## src/rtl/ocp_pkg.sv

```systemverilog
package ocp_pkg;

    // Phase of the overcurrent latch
    typedef enum logic [1:0] {
        PH_IDLE  = 2'd0,   // no overcurrent fault held
        PH_HOLD  = 2'd1,   // fault held, trip still qualified
        PH_COUNT = 2'd2    // fault held, clear delay running
    } ocp_phase_e;

endpackage

```

## src/rtl/ocp_trip_filter.sv

```systemverilog
module ocp_trip_filter #(
    parameter int FILT_CYC = 4
) (
    input  logic clk,
    input  logic rst_n,
    input  logic trip_raw,
    output logic trip_qual
);
    localparam int CW = $clog2(FILT_CYC + 1);
    localparam logic [CW-1:0] RUN_MAX = CW'(FILT_CYC);
    localparam logic [CW-1:0] RUN_LIM = CW'(FILT_CYC - 1);

    typedef struct packed {
        logic [CW-1:0] run;
        logic          qual;
    } filt_s;

    filt_s s_d, s_q;

    always_comb begin
        s_d = s_q;
        if (!trip_raw) begin
            s_d.run  = '0;
            s_d.qual = 1'b0;
        end else begin
            s_d.run  = (s_q.run == RUN_MAX) ? RUN_MAX : s_q.run + 1'b1;
            s_d.qual = (s_q.run >= RUN_LIM);
        end
    end

    always_ff @(posedge clk or negedge rst_n) begin
        if (!rst_n) s_q <= '0;
        else        s_q <= s_d;
    end

    assign trip_qual = s_q.qual;
endmodule

```

## src/rtl/ocp_clear_timer.sv

```systemverilog
module ocp_clear_timer
    import ocp_pkg::*;
#(
    parameter int DLY_W = 16
) (
    input  logic             clk,
    input  logic             rst_n,
    input  logic             trip_qual,
    input  logic [DLY_W-1:0] clr_len,
    output logic             latched
);
    typedef struct packed {
        ocp_phase_e       ph;
        logic [DLY_W-1:0] tmr;
    } tmr_s;

    tmr_s s_d, s_q;
    logic [DLY_W:0] tmr_next;

    always_comb begin
        s_d      = s_q;
        tmr_next = {1'b0, s_q.tmr} + 1'b1;
        unique case (s_q.ph)
            PH_IDLE: begin
                s_d.tmr = '0;
                if (trip_qual) s_d.ph = PH_HOLD;
            end
            PH_HOLD: begin
                s_d.tmr = '0;
                if (!trip_qual) begin
                    if (clr_len <= DLY_W'(1)) begin
                        s_d.ph = PH_IDLE;
                    end else begin
                        s_d.ph  = PH_COUNT;
                        s_d.tmr = DLY_W'(1);
                    end
                end
            end
            PH_COUNT: begin
                if (trip_qual) begin
                    s_d.ph  = PH_HOLD;
                    s_d.tmr = '0;
                end else if (tmr_next >= {1'b0, clr_len}) begin
                    s_d.ph  = PH_IDLE;
                    s_d.tmr = '0;
                end else begin
                    s_d.tmr = tmr_next[DLY_W-1:0];
                end
            end
            default: begin
                s_d.ph  = PH_IDLE;
                s_d.tmr = '0;
            end
        endcase
    end

    always_ff @(posedge clk or negedge rst_n) begin
        if (!rst_n) s_q <= '{ph: PH_IDLE, tmr: '0};
        else        s_q <= s_d;
    end

    assign latched = (s_q.ph != PH_IDLE);
endmodule

```

## src/rtl/ocp_fault_merge.sv

```systemverilog
module ocp_fault_merge (
    input  logic trip_qual,
    input  logic latched,
    input  logic uv_flag,
    output logic fault_n,
    output logic shutdown
);
    logic any_fault;

    always_comb begin
        any_fault = trip_qual | latched | uv_flag;
        fault_n   = ~any_fault;
        shutdown  = any_fault;
    end
endmodule

```

## src/rtl/ocp_fault_guard.sv

```systemverilog
module ocp_fault_guard #(
    parameter int FILT_CYC = 4,
    parameter int DLY_W    = 16
) (
    input  logic             clk,
    input  logic             rst_n,
    input  logic             trip_raw,
    input  logic             uv_flag,
    input  logic [DLY_W-1:0] clr_len,
    output logic             fault_n,
    output logic             shutdown
);
    logic trip_qual;
    logic oc_latched;

    ocp_trip_filter #(.FILT_CYC(FILT_CYC)) u_filt (
        .clk       (clk),
        .rst_n     (rst_n),
        .trip_raw  (trip_raw),
        .trip_qual (trip_qual)
    );

    ocp_clear_timer #(.DLY_W(DLY_W)) u_tmr (
        .clk       (clk),
        .rst_n     (rst_n),
        .trip_qual (trip_qual),
        .clr_len   (clr_len),
        .latched   (oc_latched)
    );

    ocp_fault_merge u_merge (
        .trip_qual (trip_qual),
        .latched   (oc_latched),
        .uv_flag   (uv_flag),
        .fault_n   (fault_n),
        .shutdown  (shutdown)
    );
endmodule

```

## config.mk

```make
export PLATFORM = sky130hd
export DESIGN_NAME = ocp_fault_guard
export DESIGN_NICKNAME = d
export VERILOG_FILES = /design/src/rtl/ocp_pkg.sv /design/src/rtl/ocp_trip_filter.sv /design/src/rtl/ocp_clear_timer.sv /design/src/rtl/ocp_fault_merge.sv /design/src/rtl/ocp_fault_guard.sv
export SDC_FILE = /design/constraint.sdc
export NUM_CORES = 1
export LEC_CHECK = 0
export ABC_AREA = 1
export BUFFER_PORTS_ARGS = -buffer_cell sky130_fd_sc_hd__buf_4
export CAP_MARGIN = 20
export CORE_MARGIN = 4
export CORE_UTILIZATION = 40
export DETAILED_ROUTE_END_ITERATION = 16
export GPL_TIMING_DRIVEN = 0
export SYNTH_ARGS = -nofsm -noshare
export SYNTH_HDL_FRONTEND = slang
export SYNTH_HIERARCHICAL = 1
export SYNTH_SLANG_ARGS = --single-unit
```

## constraint.sdc

```tcl
create_clock -name clk -period 4.35 [get_ports clk]
set_input_delay 0.6525 -clock clk [delete_from_list [all_inputs] [get_ports clk]]
set_output_delay 0.6525 -clock clk [all_outputs]
set_load 0.05 [all_outputs]
```

==> flow_summary.toml, run 1 <==
[outcome]
run_status = "finished clean"

[worst_setup_path]
critPathArrivalTime_ns = 3.03
critPathKind = "reg2reg"
crit_fanout = 10
critPathMaxStageDelay_ns = 0.37
path_buf_inv = 2
startpoint_type = "register"
crit_chain = "ha_1 > nand2_2 > inv_2 > nand3_2 > or2_4 > nor2_8 > xor2_1 > ha_1 > a21o_1 > nor2_1 > nand3_1 > nand2_1 > nand2_1 > nand2_1 > nand3_4 > buf_12 > nor2_2"
path_common_cell = "nand2_1"
cp-end-kind = "register"
slowest_stage = "dfrtp_1"
critPathTopFamily = "simple AND/OR/NAND/NOR gates"
worstPathRequired_ns = 4.55

[clock_network]
cts_tree = "done"
cts_htree_levels = 1
cts-root-buf = "clkbuf_8"
cts_setup_buffers = 0
path_clk_slew_ns = 0.08
clk_latency_ns = 0.26
clock-sinks = 22
ctsResizeCount = 0
cts_buffer_depth = 2
cts_buffers = 3
cts_hold_buffers = 0

[sta]
tns_ns = 0
hold_viol = 0
period_share_pct = 65.02
worst_pin_slew_ns = 0.3893
max_freq_ghz = 0.3536
period_minus_slack_ns = 2.828
fin_skew_ns = 0.006908
rsz0062_at_grt = "no"
setup_viol = 0
relSlewSlack_pct = 73.81
finalMaxSlewViolations = 0

[synth]
synth_compound_area_share_pct = 4.762
synth_area_leader_cell = "dfrtp_1"
yosys_warnings = 6
synthAdderAreaFrac_pct = 14.43
yosys.area_share.simple_pct = 30.88
yosysMostFrequentCell = "inv_1"
synthFlopType = "dfrtp_1"
synth_seq_cells = 22
yosys-top-cells-area = "dfrtp_1 32%, ha_1 14%, inv_1 12%"
synthXorXnorAreaFrac_pct = 4.473
synth_edf_count = 0
synth_area_mm2 = 0.001734
synth.area.mux_share_pct = 0
synthCells = 227
synth_cell_type_count = 28
synth_top_family_by_area = "simple AND/OR/NAND/NOR gates"
synth_common_cells = "55 x inv_1, 37 x nand2_1, 23 x nor2_1"
seq_area_frac_synth_pct = 31.75
synthArstFlopShare_pct = 100.0
synth_fp_nets = 267
yosysTopAreaCellShare_pct = 31.75
syn_area_per_cell_um2 = 7.639

[global_route]
grt_usage_pct = 14.12
antenna_found_initial = 0
grt_pass1_wl_um = 5913
grt_pass1_vias = 1341
grt_max_degree = 23
gr-total-overflow = 0

[layout]
n_antenna_cell = 0
synthToLayoutAreaGrowth_pct = 15.87
stdcell_area_mm2 = 0.002009
final_nets = 293
drive_above_1_share_pct = 20.63

[worst_hold_path]
min_path_type = "in2async"

[die]
chipHeight_um = 73.85
die_x_um = 73.85
io-pin-count = 22
initial_utilization_pct = 42.44
die-area_mm2 = 0.005453
row_count = 23
core-area_mm2 = 0.004086

[placement]
gp_congestion = 0.7600
dpl.hpwl_um = 2894
portBuffers = 21
place_area_mm2 = 0.001954

[flow_run]
max_cap_violations = 0

[detailed_routing]
via_per_inst = 4.659
detail-route-antenna-nets = 0
drt_iter0_markers = 91
wl_per_cell_um = 11.43
via_count = 1407
drt_pass1_iterations = 4
drc = 0
drt-total-wl_um = 3453

[power]
powerDensity_mw_per_mm2 = 294.6
peakVddDrop_v = 0.0002154
p_leak_nw = 1.131
finalPower_uw = 592.1
==> state kept, by name (all words and copies together), names as in the netlist <==
name	count
u_filt/s_q	3
u_filt/trip_qual	1
u_tmr/s_q	18
==> metrics by stage <==
step / cells / util [%] / hold WS (ns) / worst slack, ns
after CTS: 302 / 49.17 / 0.2784 / 1.474
final: 302 / 49.17 / 0.2726 / 1.522
after floorplan: 227 / - / 0.3569 / 1.842
after detailed placement: 298 / 47.83 / 0.4620 / 1.494
after global routing: 302 / 49.17 / 0.2795 / 1.250
after global placement: 298 / 47.83 / 0.4533 / 1.509
==> per-layer routing <==
metal | global-route usage [%] | share of wire (%) | vias up
met5 | 0 | 0 | -
met4 | 1.207 | 0.23 | 0
met3 | 3.557 | 4.5 | 2
met2 | 21.75 | 45 | 23
met1 | 20.69 | 51 | 634
li1 | - | - | 748
==> layout by cell type, fill, tap and decap left out, types with 6 or more instances in the layout <==
| cell | count |
|---|---|
| inv_1 | 55 |
| nand2_1 | 37 |
| nor2_1 | 23 |
| dfrtp_1 | 22 |
| buf_4 | 21 |
| ha_1 | 20 |
| nor2_2 | 11 |
| a21oi_1 | 9 |
| xor2_1 | 7 |
| nand3_1 | 6 |
==> where the power goes <==
part           total (mW)  internal (mW)  switching (mW)
combinational       0.206         0.0811           0.125
clock               0.147         0.0807          0.0667
sequential          0.239          0.224          0.0149
==> kinds of logic after synthesis <==
logic type | count (synthesis)
xor+xnor | 8
buf+inv | 59
simple gates | 103
fa+ha+maj | 20
flops | 22
compound gates | 15
==> worst paths after layout <==
check | end | depth (start not counted) | slack, ns | from
min in group clk | u_tmr/s_q[16]$_DFFE_PN0P_ | 1 | 0.47 | u_tmr/s_q[17]$_DFFE_PN0P_
setup reg to reg | u_tmr/s_q[1]$_DFF_PN0_ | 17 | 1.52 | u_tmr/s_q[0]$_DFF_PN0_
hold reg to reg | u_tmr/s_q[16]$_DFFE_PN0P_ | 1 | 0.47 | u_tmr/s_q[17]$_DFFE_PN0P_
hold / removal | u_tmr/s_q[2]$_DFF_PN0_ | 1 | 0.27 | rst_n
setup / recovery | u_tmr/s_q[1]$_DFF_PN0_ | 17 | 1.52 | u_tmr/s_q[0]$_DFF_PN0_
max in group asynchronous | u_tmr/s_q[15]$_DFF_PN0_ | 1 | 3.84 | rst_n
==> area by class of cell <==
cell class / instances / area, um^2
Fill cell: 426 / 2077
Multi-Input combinational cell: 146 / 945.9
Sequential cell: 22 / 550.5
Inverter: 58 / 217.7
Timing Repair Buffer: 21 / 157.7
Tap cell: 50 / 62.56
Clock buffer: 4 / 55.05
Buffer: 1 / 20.02
==> worst register-to-register path, delay by kind of cell (launching register included) <==
kind,cells,cell delay (ns)
compound gates,1,0.16
xor+xnor,1,0.26
fa+ha+maj,2,0.51
buf+inv,2,0.26
flops,1,0.37
simple gates,11,1.21
Power figures use the tool's default switching activity.
==> run 2: changes to the inputs <==
- clock period: 4.35 -> 2.8 ns (I/O delays scaled with it)
==> flow_summary.toml, run 2 (synthesis results as in run 1) <==
[outcome]
run_status = "finished clean"

[placement]
portBuffers = 21
place_area_mm2 = 0.001954
dpl.hpwl_um = 2894
gp_congestion = 0.7600

[detailed_routing]
detail-route-antenna-nets = 0
via_per_inst = 4.724
drt_pass1_iterations = 6
wl_per_cell_um = 12.10
drt-total-wl_um = 3909
drc = 0
via_count = 1526
drt_iter0_markers = 92

[clock_network]
cts-root-buf = "clkbuf_8"
clock-sinks = 22
cts_buffer_depth = 2
clk_latency_ns = 0.26
cts_htree_levels = 1
path_clk_slew_ns = 0.09
cts_buffers = 3
cts_tree = "done"

[worst_setup_path]
ff2ff_path_depth = 19
critPathKind = "reg2reg"
cp-end-kind = "register"
worst-r2r-setup-slack_ns = 0.03
crit_fanout = 5
worstPathRequired_ns = 2.96
critPathArrivalTime_ns = 2.93
worst_r2r_startpoint = "u_tmr/s_q[0]$_DFF_PN0_"
startpoint_type = "register"
r2r_end = "u_tmr/s_q[1]$_DFF_PN0_"

[layout]
synthToLayoutAreaGrowth_pct = 33.62
fillers = 387
regMostFlops = "u_tmr/s_q"
final_common_cell = "inv_1"
fin_util_pct = 56.71
largest_reg_flops = 18
final_nets = 314
n_antenna_cell = 0
drive_above_1_share_pct = 35.53
most-common-layout-cells = "54 x inv_1, 40 x buf_4, 33 x nand2_1"
stdcell_area_mm2 = 0.002317

[sta]
relSlewSlack_pct = 74.11
period_share_pct = 99.08
setup_viol = 0
finalMaxSlewViolations = 0
period_minus_slack_ns = 2.774
rsz0062_at_grt = "yes"
worst_pin_slew_ns = 0.3848
hold_viol = 0
max_freq_ghz = 0.3605
fin_skew_ns = 0.007828

[power]
p_comb_share_pct = 41.9
p_leak_nw = 1.246
peakVddDrop_v = 0.0003703
p_sw_share_pct = 34.03
powerDensity_mw_per_mm2 = 446.6
p_int_uw = 682.7
clkPwrFrac_pct = 22.3
switching_power_uw = 352.2
seq_power_share_pct = 35.8

[die]
die-area_mm2 = 0.005453
initial_utilization_pct = 42.44
io-pin-count = 22
die_x_um = 73.85
row_count = 23
core-area_mm2 = 0.004086
chipHeight_um = 73.85

[flow_run]
max_cap_violations = 0

[global_route]
antenna_found_initial = 0
grt_pass1_wl_um = 6161
gr-total-overflow = 0
grt_pass1_vias = 1401
grt_usage_pct = 14.72
grt_max_degree = 23

[worst_hold_path]
min_path_type = "in2async"
-- run 2: how the worst max path moves through the flow --
stage	depth (start not counted)	slack, ns	start	to
6_report	19	0.03	u_tmr/s_q[0]$_DFF_PN0_	u_tmr/s_q[1]$_DFF_PN0_
5_1_grt	16	-0.17	u_tmr/s_q[0]$_DFF_PN0_	u_tmr/s_q[14]$_DFF_PN0_
4_1_cts	18	0.02	u_tmr/s_q[1]$_DFF_PN0_	u_tmr/s_q[1]$_DFF_PN0_
3_5_place_dp	17	-0.06	u_tmr/s_q[0]$_DFF_PN0_	u_tmr/s_q[1]$_DFF_PN0_
3_3_place_gp	17	-0.04	u_tmr/s_q[0]$_DFF_PN0_	u_tmr/s_q[11]$_DFF_PN0_
2_1_floorplan	18	0.29	u_tmr/s_q[0]$_DFF_PN0_	u_tmr/s_q[9]$_DFF_PN0_
-- run 2: cell type report --
cell class / count / area (um^2) / area share (%)
Sequential cell: 22 / 551.8 / 23.81
Multi-Input combinational cell: 146 / 1071 / 46.22
Clock buffer: 4 / 55.05 / 2.376
Inverter: 58 / 217.7 / 9.395
Tap cell: 50 / 62.56 / 2.700
Timing Repair Buffer: 43 / 359.1 / 15.50
-- run 2: metrics by stage --
stage | hold slack (ns) | TNS [ns] | total power [mW] | instances | setup slack, ns
after floorplan | 0.1244 | 0 | 0.6095 | 227 | 0.2918
after global placement | 0.3327 | -0.3671 | 0.6984 | 298 | -0.04131
after detailed placement | 0.3338 | -0.5074 | 0.7013 | 298 | -0.05565
after CTS | 0.04591 | 0 | 1.020 | 308 | 0.02233
after global routing | 0.04700 | -1.573 | 1.111 | 323 | -0.1651
final | 0.04057 | 0 | 1.035 | 323 | 0.02575
-- run 2: what timing repair did --
item | in CTS | in global routing
hold buffers | 0 | 0
gates cloned | 1 | 0
pin swaps | 1 | 14
gates resized for setup | 6 | 23
setup endpoints to repair | 10 | 16
buffers inserted | 5 | 16
-- run 2: worst max-delay path, cell delays in order (launching register included) --
cell and delay, ns:
dfrtp_1 0.36, ha_2 0.19, nand2_2 0.06, inv_2 0.07
nand3_2 0.06, or2_4 0.29, nor2_8 0.18, nand3_2 0.11
xor2_2 0.21, inv_2 0.07, ha_4 0.28, nand2_4 0.05
nor2_4 0.11, nand3_2 0.07, nor2_2 0.12, nor2_2 0.06
nand3_4 0.12, buf_12 0.11, buf_16 0.11, nor2_2 0.03
-- run 2: routing by layer --
metal	part of all wire [%]	up-vias	track usage [%]
met5	0	-	0
met3	4.9	4	4.378
li1	-	795	-
met2	47	33	23.52
met4	0.77	0	1.610
met1	47	694	20.30
-- run 2: power groups by stage --
stage               Clock [mW]  Combinational (mW)  Sequential (mW)
floorplan                    0               0.237            0.372
global placement             0               0.321            0.377
detailed placement           0               0.323            0.378
CTS                      0.237               0.412            0.370
global route             0.256               0.478            0.377
finish                   0.231               0.434            0.371
